`config.mk`:
```
export PLATFORM = sky130hd
export DESIGN_NAME = refdiv_top
export DESIGN_NICKNAME = d
export VERILOG_FILES = /design/src/rtl/refdiv_pkg.sv /design/src/rtl/refdiv_decode.sv /design/src/rtl/refdiv_counter.sv /design/src/rtl/refdiv_top.sv
export SDC_FILE = /design/constraint.sdc
export NUM_CORES = 1
export LEC_CHECK = 0
export BUFFER_PORTS_ARGS = -buffer_cell sky130_fd_sc_hd__buf_2
export CELL_PAD_IN_SITES_DETAIL_PLACEMENT = 1
export CELL_PAD_IN_SITES_GLOBAL_PLACEMENT = 2
export CORE_UTILIZATION = 36
export CTS_CLUSTER_DIAMETER = 60
export DETAILED_ROUTE_END_ITERATION = 10
export PLACE_DENSITY_LB_ADDON = 0.1
export SYNTH_ARGS = -nofsm -noshare
export SYNTH_HDL_FRONTEND = slang
export SYNTH_SLANG_ARGS = --single-unit
```
`constraint.sdc`:
```
create_clock -name clk_ref -period 2.7 [get_ports clk_ref]
set_input_delay 0 -clock clk_ref [delete_from_list [all_inputs] [get_ports clk_ref]]
set_output_delay 0 -clock clk_ref [all_outputs]
set_load 0.01 [all_outputs]
```
`src/rtl/refdiv_pkg.sv`:
```
package refdiv_pkg;

    typedef enum logic [1:0] {
        LVL_LOW   = 2'b00,
        LVL_HIGH  = 2'b01,
        LVL_FLOAT = 2'b10
    } lvl_e;

    localparam int unsigned FACTOR_MIN      = 32;
    localparam int unsigned FACTOR_BASE_MAX = 65;
    localparam int unsigned FACTOR_MAX      = FACTOR_BASE_MAX + 1;
    localparam int unsigned CNT_W           = $clog2(FACTOR_MAX + 1);

    typedef logic [CNT_W-1:0] ratio_t;

    typedef struct packed {
        lvl_e first;
        lvl_e second;
    } sel_pair_t;

    // Raw code to level; the unused code 2'b11 folds onto floating.
    function automatic lvl_e norm_level(input logic [1:0] code);
        case (code)
            2'b00:   return LVL_LOW;
            2'b01:   return LVL_HIGH;
            default: return LVL_FLOAT;
        endcase
    endfunction

    function automatic ratio_t base_ratio(input sel_pair_t s);
        ratio_t r;
        unique case (s.first)
            LVL_LOW: begin
                case (s.second)
                    LVL_LOW:  r = ratio_t'(48);
                    LVL_HIGH: r = ratio_t'(33);
                    default:  r = ratio_t'(36);
                endcase
            end
            LVL_HIGH: begin
                case (s.second)
                    LVL_LOW:  r = ratio_t'(49);
                    LVL_HIGH: r = ratio_t'(32);
                    default:  r = ratio_t'(35);
                endcase
            end
            default: begin
                case (s.second)
                    LVL_LOW:  r = ratio_t'(64);
                    LVL_HIGH: r = ratio_t'(63);
                    default:  r = ratio_t'(65);
                endcase
            end
        endcase
        return r;
    endfunction

endpackage

```
`src/rtl/refdiv_decode.sv`:
```
module refdiv_decode
    import refdiv_pkg::*;
#(
    parameter int W = CNT_W
) (
    input  logic [1:0]   sel_a_i,
    input  logic [1:0]   sel_b_i,
    output logic [W-1:0] ratio_o
);

    localparam int NUM_SEL = 2;

    logic [1:0] raw   [NUM_SEL];
    lvl_e       level [NUM_SEL];
    sel_pair_t  pair;

    assign raw[0] = sel_a_i;
    assign raw[1] = sel_b_i;

    // Each select input gets its own level normaliser.
    for (genvar g = 0; g < NUM_SEL; g++) begin : g_norm
        assign level[g] = norm_level(raw[g]);
    end

    always_comb begin
        pair.first  = level[0];
        pair.second = level[1];
        ratio_o     = W'(base_ratio(pair));
    end

endmodule

```
`src/rtl/refdiv_counter.sv`:
```
module refdiv_counter #(
    parameter int W = 7
) (
    input  logic         clk,
    input  logic         rst,
    input  logic [W-1:0] ratio_i,
    output logic         tick_o,
    output logic [W-1:0] period_o
);

    logic [W-1:0] cnt_q;
    logic [W-1:0] period_q;
    logic         tick_q;
    logic         terminal;

    assign terminal = (cnt_q == period_q - W'(1));

    always_ff @(posedge clk) begin
        if (rst) begin
            cnt_q    <= '0;
            period_q <= ratio_i;
            tick_q   <= 1'b0;
        end else if (terminal) begin
            cnt_q    <= '0;
            period_q <= ratio_i;
            tick_q   <= 1'b1;
        end else begin
            cnt_q    <= cnt_q + W'(1);
            tick_q   <= 1'b0;
        end
    end

    assign tick_o   = tick_q;
    assign period_o = period_q;

endmodule

```
`src/rtl/refdiv_top.sv`:
```
module refdiv_top
    import refdiv_pkg::*;
#(
    parameter int W = CNT_W
) (
    input  logic       clk_ref,
    input  logic       rst,
    input  logic [1:0] sel_a_i,
    input  logic [1:0] sel_b_i,
    input  logic       plus_one_i,
    output logic       tick_o
);

    logic [W-1:0] base_ratio_w;
    logic [W-1:0] next_ratio;
    logic [W-1:0] active_period;

    refdiv_decode #(.W(W)) u_decode (
        .sel_a_i (sel_a_i),
        .sel_b_i (sel_b_i),
        .ratio_o (base_ratio_w)
    );

    assign next_ratio = base_ratio_w + W'(plus_one_i);

    refdiv_counter #(.W(W)) u_counter (
        .clk      (clk_ref),
        .rst      (rst),
        .ratio_i  (next_ratio),
        .tick_o   (tick_o),
        .period_o (active_period)
    );

endmodule

```
* Word-level counts from Yosys, hierarchy flattened
Cells that the tools add are included.
** Word-level totals
- Memories kept :: 0
- Output and inout bits :: 1
- Memory bits (read-only) :: 0
- Bits in writable memories :: 0
- Latch bits :: 0
- Input bits :: 7
- Register bits after elaboration :: 15
- Word-level logic and storage cells :: 26
** Operators by class
- Equality and inequality tests :: 5
- Reductions and logical operators :: 6
- Order comparisons :: 0
- Bitwise logic cells :: 0
- Divide/modulo/power cells :: 0
- Multipliers :: 0
- Multiplexer cells :: 9
- Add/sub/neg operators :: 3
- Shift-type cells :: 0
** Operators with widths (count)
- case mux 7 bit (2 select lines) :: 2
- case mux 5 bit (2 select lines) :: 2
- 2-to-1 mux 7 bit :: 2
- equality test 2 x 1 -> 1 bit (second input constant) :: 4
- zero test 2 bit :: 4
- case mux 2 bit (2 select lines) :: 2
- adder 7 x 1 -> 7 bit :: 1
- adder 7 x 1 -> 7 bit (second input constant) :: 1
- equality test 7 bit :: 1
- subtractor 7 x 1 -> 7 bit (second input constant) :: 1
- nonzero test 2 bit :: 1
- OR reduction 2 bit :: 1
- 2-to-1 mux 1 bit :: 1

* Logic depth before layout (Yosys ltp)
Gate-level depths: netlist (run 1).
- Depth in word-level cells :: 8
- Mapped depth :: 10
- Mapped depth without buffers :: 9

* By module
A second synthesis (run 1) with hierarchy kept.
** Unflattened totals
- Cells, all modules :: 98
- Area, all modules :: 1004.7 um^2
** Modules (own cells, without submodules)
- refdiv_counter :: cells each 71, area an instance 784.5 um^2, instances 1, seq. area each 370.4 um^2
- refdiv_decode :: cells each 15, area an instance 113.9 um^2, instances 1, seq. area each 0.0 um^2
- refdiv_top :: cells each 12, area an instance 106.4 um^2, instances 1, seq. area each 0.0 um^2

* Worst setup path after synthesis (run 1)
No wires, ideal clock.
- Path kind :: reg-to-reg
- Start point :: register u_counter.period_q[0], in the netlist u_counter.period_o[0]
- End point :: register u_counter.period_q[0], in the netlist u_counter.period_o[0], enable pin
- Cell stages (with the launch flop) :: 8
- Library setup time :: 0.324 ns
- Data required time :: 2.376 ns
- Period minus slack after synthesis :: 2.131 ns
- Arrival time :: 1.808 ns
- Path slack :: 0.569 ns
- Path buffers :: 0
- Path through :: edfxtp_1 inv_1 ha_1 nor3b_1 xnor2_1 nand4_1 a221oi_4 or2_1
** Between the ends
- Word-level cells in the longest chain between the ends :: 3
** Ends and longest elaborated chain
- start, declared :: RTL line refdiv_counter.sv:12 : logic [W-1:0] period_q;
- start signal, assigned :: RTL line refdiv_counter.sv:21 : period_q <= ratio_i;
- start signal, assigned :: RTL line refdiv_counter.sv:25 : period_q <= ratio_i;
- subtractor 7 x 1 -> 7 bit :: RTL line refdiv_counter.sv:16 : assign terminal = (cnt_q == period_q - W'(1));
- equality test 7 bit :: RTL line refdiv_counter.sv:16
- nonzero test 2 bit (no source line)
Every way passes these cells.
A chain may end at the register's enable or synchronous reset.

* Worst setup path after layout (run 1)
- Start point :: register u_counter.period_q[0], in the netlist u_counter.period_o[0]
- End point :: register u_counter.period_q[3], in the netlist u_counter.period_o[3], enable pin
Same word-level chain as after synthesis.

==> metrics.txt, run 1 <==
status=finished clean; diode insertion count for antenna repair=0; final non-filler cell area=992 um2; total power=a little under 500 uW; cells traversed along the worst timing path=inv_1, ha_1, nor3b_1, xnor2_1, nand4_1, a221oi_4, or2_1; leakage power figure=0.387 nW; Clock transition at path regs=80 ps; endpoint class of the critical path=flop; combinational share of power=0.196; number of vias after detailed routing=625; global route overflow=0; leading post-synthesis cells by cell area=edfxtp_1 (23%), dfxtp_1 (18%), xnor2_1 (7.8%); post-cts gate resize count=0; area share of the largest cell type after synthesis=0.234; total nets after synthesis=99; net load switching power=roughly 130 uW; transition time at the pin with the least slew margin=~280 ps; area inside the core boundary=2280 um2; fraction of power consumed by the clock network=0.249; unrepaired setup endpoints after global routing=false; worst-skew pair later-pin latency=280 ps; post-detailed-routing wire length=1710 um; Placed Instances=122; Hold Fails Final Rpt=0; first-pass GRT wire length=3040 um; sinks on the clock net=15; area enclosed by the die boundary=2700 um2; portion of the clock cycle consumed by the worst path in the final layout=0.824; nets=110; cell type contributing the most total cell area after synthesis=edfxtp_1; Worst Clk Skew=roughly 5.2 ps; setup slack after placement=approximately 470 ps; Die H=51.9 um; FILL cells=269; gate count of the mapped netlist=88; sequential share of the synthesized area=0.413; Area after DPL=between 900 and 1000 um2; count of pins on the block boundary=8; remaining antenna violation count=0; switching power as a share of total power=0.272; proportion of power drawn by flip-flops and latches=0.555; average instance area after synthesis=10.2 um2; count of input and output buffers=7; worst r2r dst=u_counter.period_o[3]; type of the tightest min-delay check=in -> reg; post-CTS setup buffers=0; type of the worst setup path=reg -> reg; via count of the first global-routing pass=653; DRC viols=0; FF+latch area=370 um2; total routing usage reported by global routing=0.163; RePlAce Congestion=0.694; Crit Path Max Fanout=7; average routed wire per standard cell=13.5 um; startpoint class of the critical path=flop; depth of the CTS H-tree=1; buffer and inverter count on the worst path=1; number of distinct library cell variants in the gate-level netlist after synthesis=29; number of instances on the worst hold path=2; worst setup margin=476 ps; Min-Delay Startpoint=rst; CTS buffer count=3; Cell Pwr Density=500 nW/um2; library cell used as clock root buffer=clkbuf_4; CTS hold repair buffers=0; cell at the slowest stage of the critical path=edfxtp_1; signed area change from the synthesized netlist to the final layout=10.6%; maximum buffer depth of the clock tree=2; pin count of the biggest net entering global routing=11; worst hold path endpoint=u_counter.tick_o; Synthesis Warnings=0; dominant delay contributor by cell family on the critical path=simple AND/OR/NAND/NOR gates; DP HPWL=between 1000 and 1500 um; final instance count without filler cells=126; die outline width=51.9 um; standard-cell row count=17; Setup Total Neg Slack=0 ps; startpoint of the lowest-slack register-to-register path=u_counter.period_o[0]; number of cell instances on the worst register-to-register path=7; share of cells above drive strength 1=0.173; Max-Cap Viols=0; post-synthesis register bit count=15; maximum ir drop on the vdd rail=0.307 mV; combined area of all synthesized cells=897 um2; area of the multi-input gates=510 um2; Pre-antenna DRT Iters=3; clock tree from TritonCTS=yes; crit path time final=~2200 ps; max_slew headroom=0.811; final-report setup violation count=0; First DRT Iteration DRCs=6; Final Slew Violations=0; achievable frequency=between 0.4 and 0.5 GHz; initial core utilization=0.394; drt via density=4.96; initial antenna violation count=0; worst setup slack for register-to-register paths=~480 ps; longest individual stage delay on the worst path=roughly 440 ps; WP data arrival=2180 ps; internal power=361 uW; required time at the worst-slack endpoint=2660 ps
==> state kept, by name, indices dropped and copies added (netlist names) <==
name / cells
u_counter.cnt_q: 7
u_counter.period_o: 7
u_counter.tick_o: 1
==> synth_stat cells <==
library cell and n:
nand2b_1 2, xnor2_2 1, o21a_1 1, xnor2_1 8
nor3_1 7, a21oi_1 1, nor2b_1 3, nor3b_1 4
nand2_1 5, a221oi_2 1, edfxtp_1 7, clkbuf_1 1
and3_1 2, nor3_2 1, inv_1 2, ha_1 4
clkbuf_2 1, dfxtp_1 8, xor2_1 8, nand3b_1 1
nand3_1 4, nand4_1 1, a221oi_4 1, nor4b_2 1
or2_1 1, nor2_1 8, mux2i_1 1, and2_2 1
o21ai_0 2
==> worst register-to-register path: cells and delay by family, from the launching register on <==
kind | cells | cell delay [ps]
AO/OA/AOI/OAI | 1 | 220
XOR/XNOR | 1 | 160
adder cells (fa/ha/maj) | 1 | 260
buffers and inverters | 1 | 90
flip-flops | 1 | 440
AND/OR/NAND/NOR | 3 | 750
==> final cells by class <==
cell class                      count  share of cell area
Clock buffer                        4              0.0265
Tap cell                           28              0.0353
Sequential cell                    15               0.373
Timing Repair Buffer                8              0.0429
Multi-Input combinational cell     69               0.515
Inverter                            2             0.00757
==> power by group through the flow <==
stage / Combinational, mW / Sequential [mW] / Clock (mW)
after detailed placement: 0.0980 / 0.281 / 0
after floorplan: 0.0768 / 0.275 / 0
after global routing: 0.109 / 0.279 / 0.132
after CTS: 0.0987 / 0.276 / 0.128
after global placement: 0.0959 / 0.281 / 0
final: 0.0972 / 0.275 / 0.124
==> cells in the final DEF (no fill, tap or decap), drive strengths merged, types with 2 or more instances in the layout <==
| cell | count |
|---|---|
| clkbuf | 4 |
| nand2b | 2 |
| xnor2 | 9 |
| dfxtp | 8 |
| nor3b | 4 |
| buf | 8 |
| nand3 | 4 |
| ha | 4 |
| nor2 | 8 |
| inv | 2 |
| o21ai | 2 |
| and3 | 2 |
| nor3 | 8 |
| nor2b | 3 |
| xor2 | 8 |
| nand2 | 5 |
| a221oi | 2 |
| edfxtp | 7 |
==> worst max path at each step <==
stage / start / endpoint / slack (ps) / depth (start not counted)
4_1_cts: u_counter.period_o[0] / u_counter.period_o[0] / 450 / 7
2_1_floorplan: u_counter.period_o[0] / u_counter.period_o[0] / 570 / 7
5_1_grt: u_counter.period_o[0] / u_counter.period_o[2] / 270 / 7
3_3_place_gp: u_counter.period_o[0] / u_counter.period_o[0] / 590 / 7
6_report: u_counter.period_o[0] / u_counter.period_o[3] / 480 / 7
3_5_place_dp: u_counter.period_o[0] / u_counter.period_o[6] / 470 / 7
==> kinds of logic (layout without fill, tap and decap cells) <==
logic type               count (synthesis)  in the layout  synth area share
AO/OA/AOI/OAI                            6              6            0.0711
XOR/XNOR                                17             17             0.174
adder cells (fa/ha/maj)                  4              4            0.0558
buffers and inverters                    4             14            0.0181
flip-flops                              15             15             0.413
multiplexers                             1              1            0.0112
AND/OR/NAND/NOR                         41             41             0.257
==> metrics by stage <==
stage                     utilization  hold WS [ps]
after floorplan                     -           185
after global placement          0.424           301
after detailed placement        0.424           304
after CTS                       0.436          9.40
after global routing            0.436          34.3
final                           0.436          10.4
==> routing by layer <==
| layer | track usage | share of wire | vias to the layer above |
|---|---|---|---|
| met5 | 0 | 0 | - |
| met4 | 0.122 | 0.032 | 0 |
| met3 | 0.0175 | 0.014 | 4 |
| met2 | 0.269 | 0.48 | 8 |
| met1 | 0.191 | 0.47 | 288 |
| li1 | - | - | 325 |
(Power assumes the default switching activity.)
==> inputs of run 2 (changes only) <==
- CORE_UTILIZATION: 36 -> 33
- clock period: 2.7 -> 2 ns (I/O delays scaled with it)
==> run 2 against run 1 <==
Against the previous run: cell count increased by 7.1%; setup slack lost 390 ps; via count is 6.6% higher; global-route usage fell by 2.3 points; flip-flop and latch count did not move; routed wire length is 3.2% higher; clock power up 35%; register-to-register slack got worse by 390 ps; critical endpoint is now u_counter.period_o[6]; largest power group unchanged.
==> metrics.txt, run 2 (same netlist as run 1, synthesis figures left out) <==
status=finished clean (unchanged); Crit Path Max Fanout=7 (unchanged); signed area change from the synthesized netlist to the final layout=22.2% (was 10.6%); RePlAce Congestion=0.762 (was 0.694); crit path time final=1920 ps (was 2220 ps); internal power=515 uW (was 361 uW); Clock transition at path regs=80 ps (about the same); global route overflow=0 (unchanged); nets=117 (was 110); net load switching power=197 uW (was 135 uW); number of instances on the worst hold path=2 (unchanged); worst-skew pair later-pin latency=280 ps (about the same); Worst Clk Skew=10.8 ps (was 5.21 ps); worst setup margin=82.2 ps (was 476 ps); share of the core filled with cells in the final layout=0.435 (was 0.436); final instance count without filler cells=135 (was 126); final-report setup violation count=0 (unchanged); max_slew headroom=0.806 (was 0.811); type of the worst setup path=reg -> reg (unchanged); required time at the worst-slack endpoint=2030 ps (was 2660 ps); achievable frequency=0.521 GHz (was 0.450 GHz); diode insertion count for antenna repair=0 (unchanged); area inside the core boundary=2520 um2 (was 2280 um2); first-pass GRT wire length=2810 um (was 3040 um); count of pins on the block boundary=8 (unchanged); via count of the first global-routing pass=594 (was 653); drt via density=4.93 (was 4.96); standard-cell row count=18 (was 17); post-detailed-routing wire length=1760 um (was 1710 um); number of cell instances on the worst register-to-register path=7 (unchanged); Cell Pwr Density=649 nW/um2 (was 500 nW/um2); maximum buffer depth of the clock tree=2 (unchanged); pin count of the biggest net entering global routing=11 (unchanged); WP data arrival=1950 ps (was 2180 ps); initial core utilization=0.356 (was 0.394); total routing usage reported by global routing=0.140 (was 0.163); final non-filler cell area=1100 um2 (was 992 um2); Pre-antenna DRT Iters=4 (was 3); combinational share of power=0.250 (was 0.196); endpoint class of the critical path=flop (unchanged); Setup Total Neg Slack=0 ps (unchanged); FILL cells=295 (was 269); depth of the CTS H-tree=1 (unchanged); unrepaired setup endpoints after global routing=false (unchanged); CTS buffer count=3 (unchanged); setup slack after placement=5.10 ps (was 473 ps); area of the multi-input gates=557 um2 (was 510 um2); library cell used as clock root buffer=clkbuf_4 (unchanged); DP HPWL=1420 um (was 1370 um); Placed Instances=128 (was 122); Max-Cap Viols=0 (unchanged); proportion of power drawn by flip-flops and latches=0.514 (was 0.555); count of input and output buffers=7 (unchanged); transition time at the pin with the least slew margin=282 ps (was 276 ps); sinks on the clock net=15 (unchanged); area enclosed by the die boundary=2930 um2 (was 2700 um2); Hold Fails Final Rpt=0 (unchanged); fraction of power consumed by the clock network=0.236 (was 0.249); FF+latch area=370 um2 (unchanged); leakage power figure=0.428 nW (was 0.387 nW); average routed wire per standard cell=13.0 um (was 13.5 um); remaining antenna violation count=0 (unchanged); Area after DPL=1010 um2 (was 966 um2); share of cells above drive strength 1=0.286 (was 0.173); most used cells in the layout excluding fill and tap cells=xnor2_1 (8), dfxtp_1 (8) (was xnor2_1 (8), nor2_1 (8), xor2_1 (8), dfxtp_1 (8)); First DRT Iteration DRCs=7 (was 6); Die H=54.1 um (was 51.9 um); type of the tightest min-delay check=in -> reg (unchanged); DRC viols=0 (unchanged); switching power as a share of total power=0.277 (was 0.272); startpoint class of the critical path=flop (unchanged); Final Slew Violations=0 (unchanged); clock tree from TritonCTS=yes (unchanged); maximum ir drop on the vdd rail=0.439 mV (was 0.307 mV); portion of the clock cycle consumed by the worst path in the final layout=0.959 (was 0.824); die outline width=54.1 um (was 51.9 um); number of vias after detailed routing=666 (was 625); initial antenna violation count=0 (unchanged)
==> run 2: area by class of cell <==
cell class	instances	area share
Sequential cell	15	0.338
Clock buffer	4	0.0240
Timing Repair Buffer	15	0.0890
Tap cell	30	0.0342
Multi-Input combinational cell	69	0.508
Inverter	2	0.00685
==> run 2: worst max-delay path: stages (launching register included) <==
cell	delay (ps)
edfxtp_1	410
inv_1	110
ha_4	150
buf_4	120
o21ai_0	100
a221oi_2	380
a221oi_4	120
or2_4	290
==> run 2: repair_timing <==
| action | in CTS | in global routing |
|---|---|---|
| setup endpoints to repair | 7 | 7 |
| setup buffers | 0 | 2 |
| resized for setup | 1 | 6 |
| pin swaps | 0 | 3 |
| hold buffers | 1 | 0 |
| hold endpoints to repair | 1 | 0 |
==> run 2: per-stage QoR <==
step           total power [mW]  hold WS (ps)
6_report                  0.712          28.8
5_1_grt                   0.763          29.0
4_1_cts                   0.703          25.7
3_5_place_dp              0.529           307
3_3_place_gp              0.525           306
2_1_floorplan             0.478           185
==> run 2: per-layer routing <==
metal | part of all wire | track usage | vias up
met5 | 0 | 0 | -
met4 | 0.011 | 0.0641 | 0
met3 | 0.020 | 0.0339 | 2
met2 | 0.47 | 0.217 | 8
met1 | 0.49 | 0.181 | 315
li1 | - | - | 341
==> run 2: power by group through the flow <==
stage,clock (mW),sequential [mW],combinational (mW)
after global routing,0.196,0.369,0.199
after global placement,0,0.374,0.151
after floorplan,0,0.372,0.107
after CTS,0.178,0.368,0.157
final,0.168,0.366,0.178
after detailed placement,0,0.374,0.155
==> run 2: final timing paths <==
path,slack (ps),endpoint,from
hold / removal,30,u_counter.period_o[0],plus_one_i
hold reg to reg,590,u_counter.cnt_q[0],u_counter.cnt_q[0]
setup / recovery,80,u_counter.period_o[6],u_counter.period_o[1]
setup reg to reg,80,u_counter.period_o[6],u_counter.period_o[1]
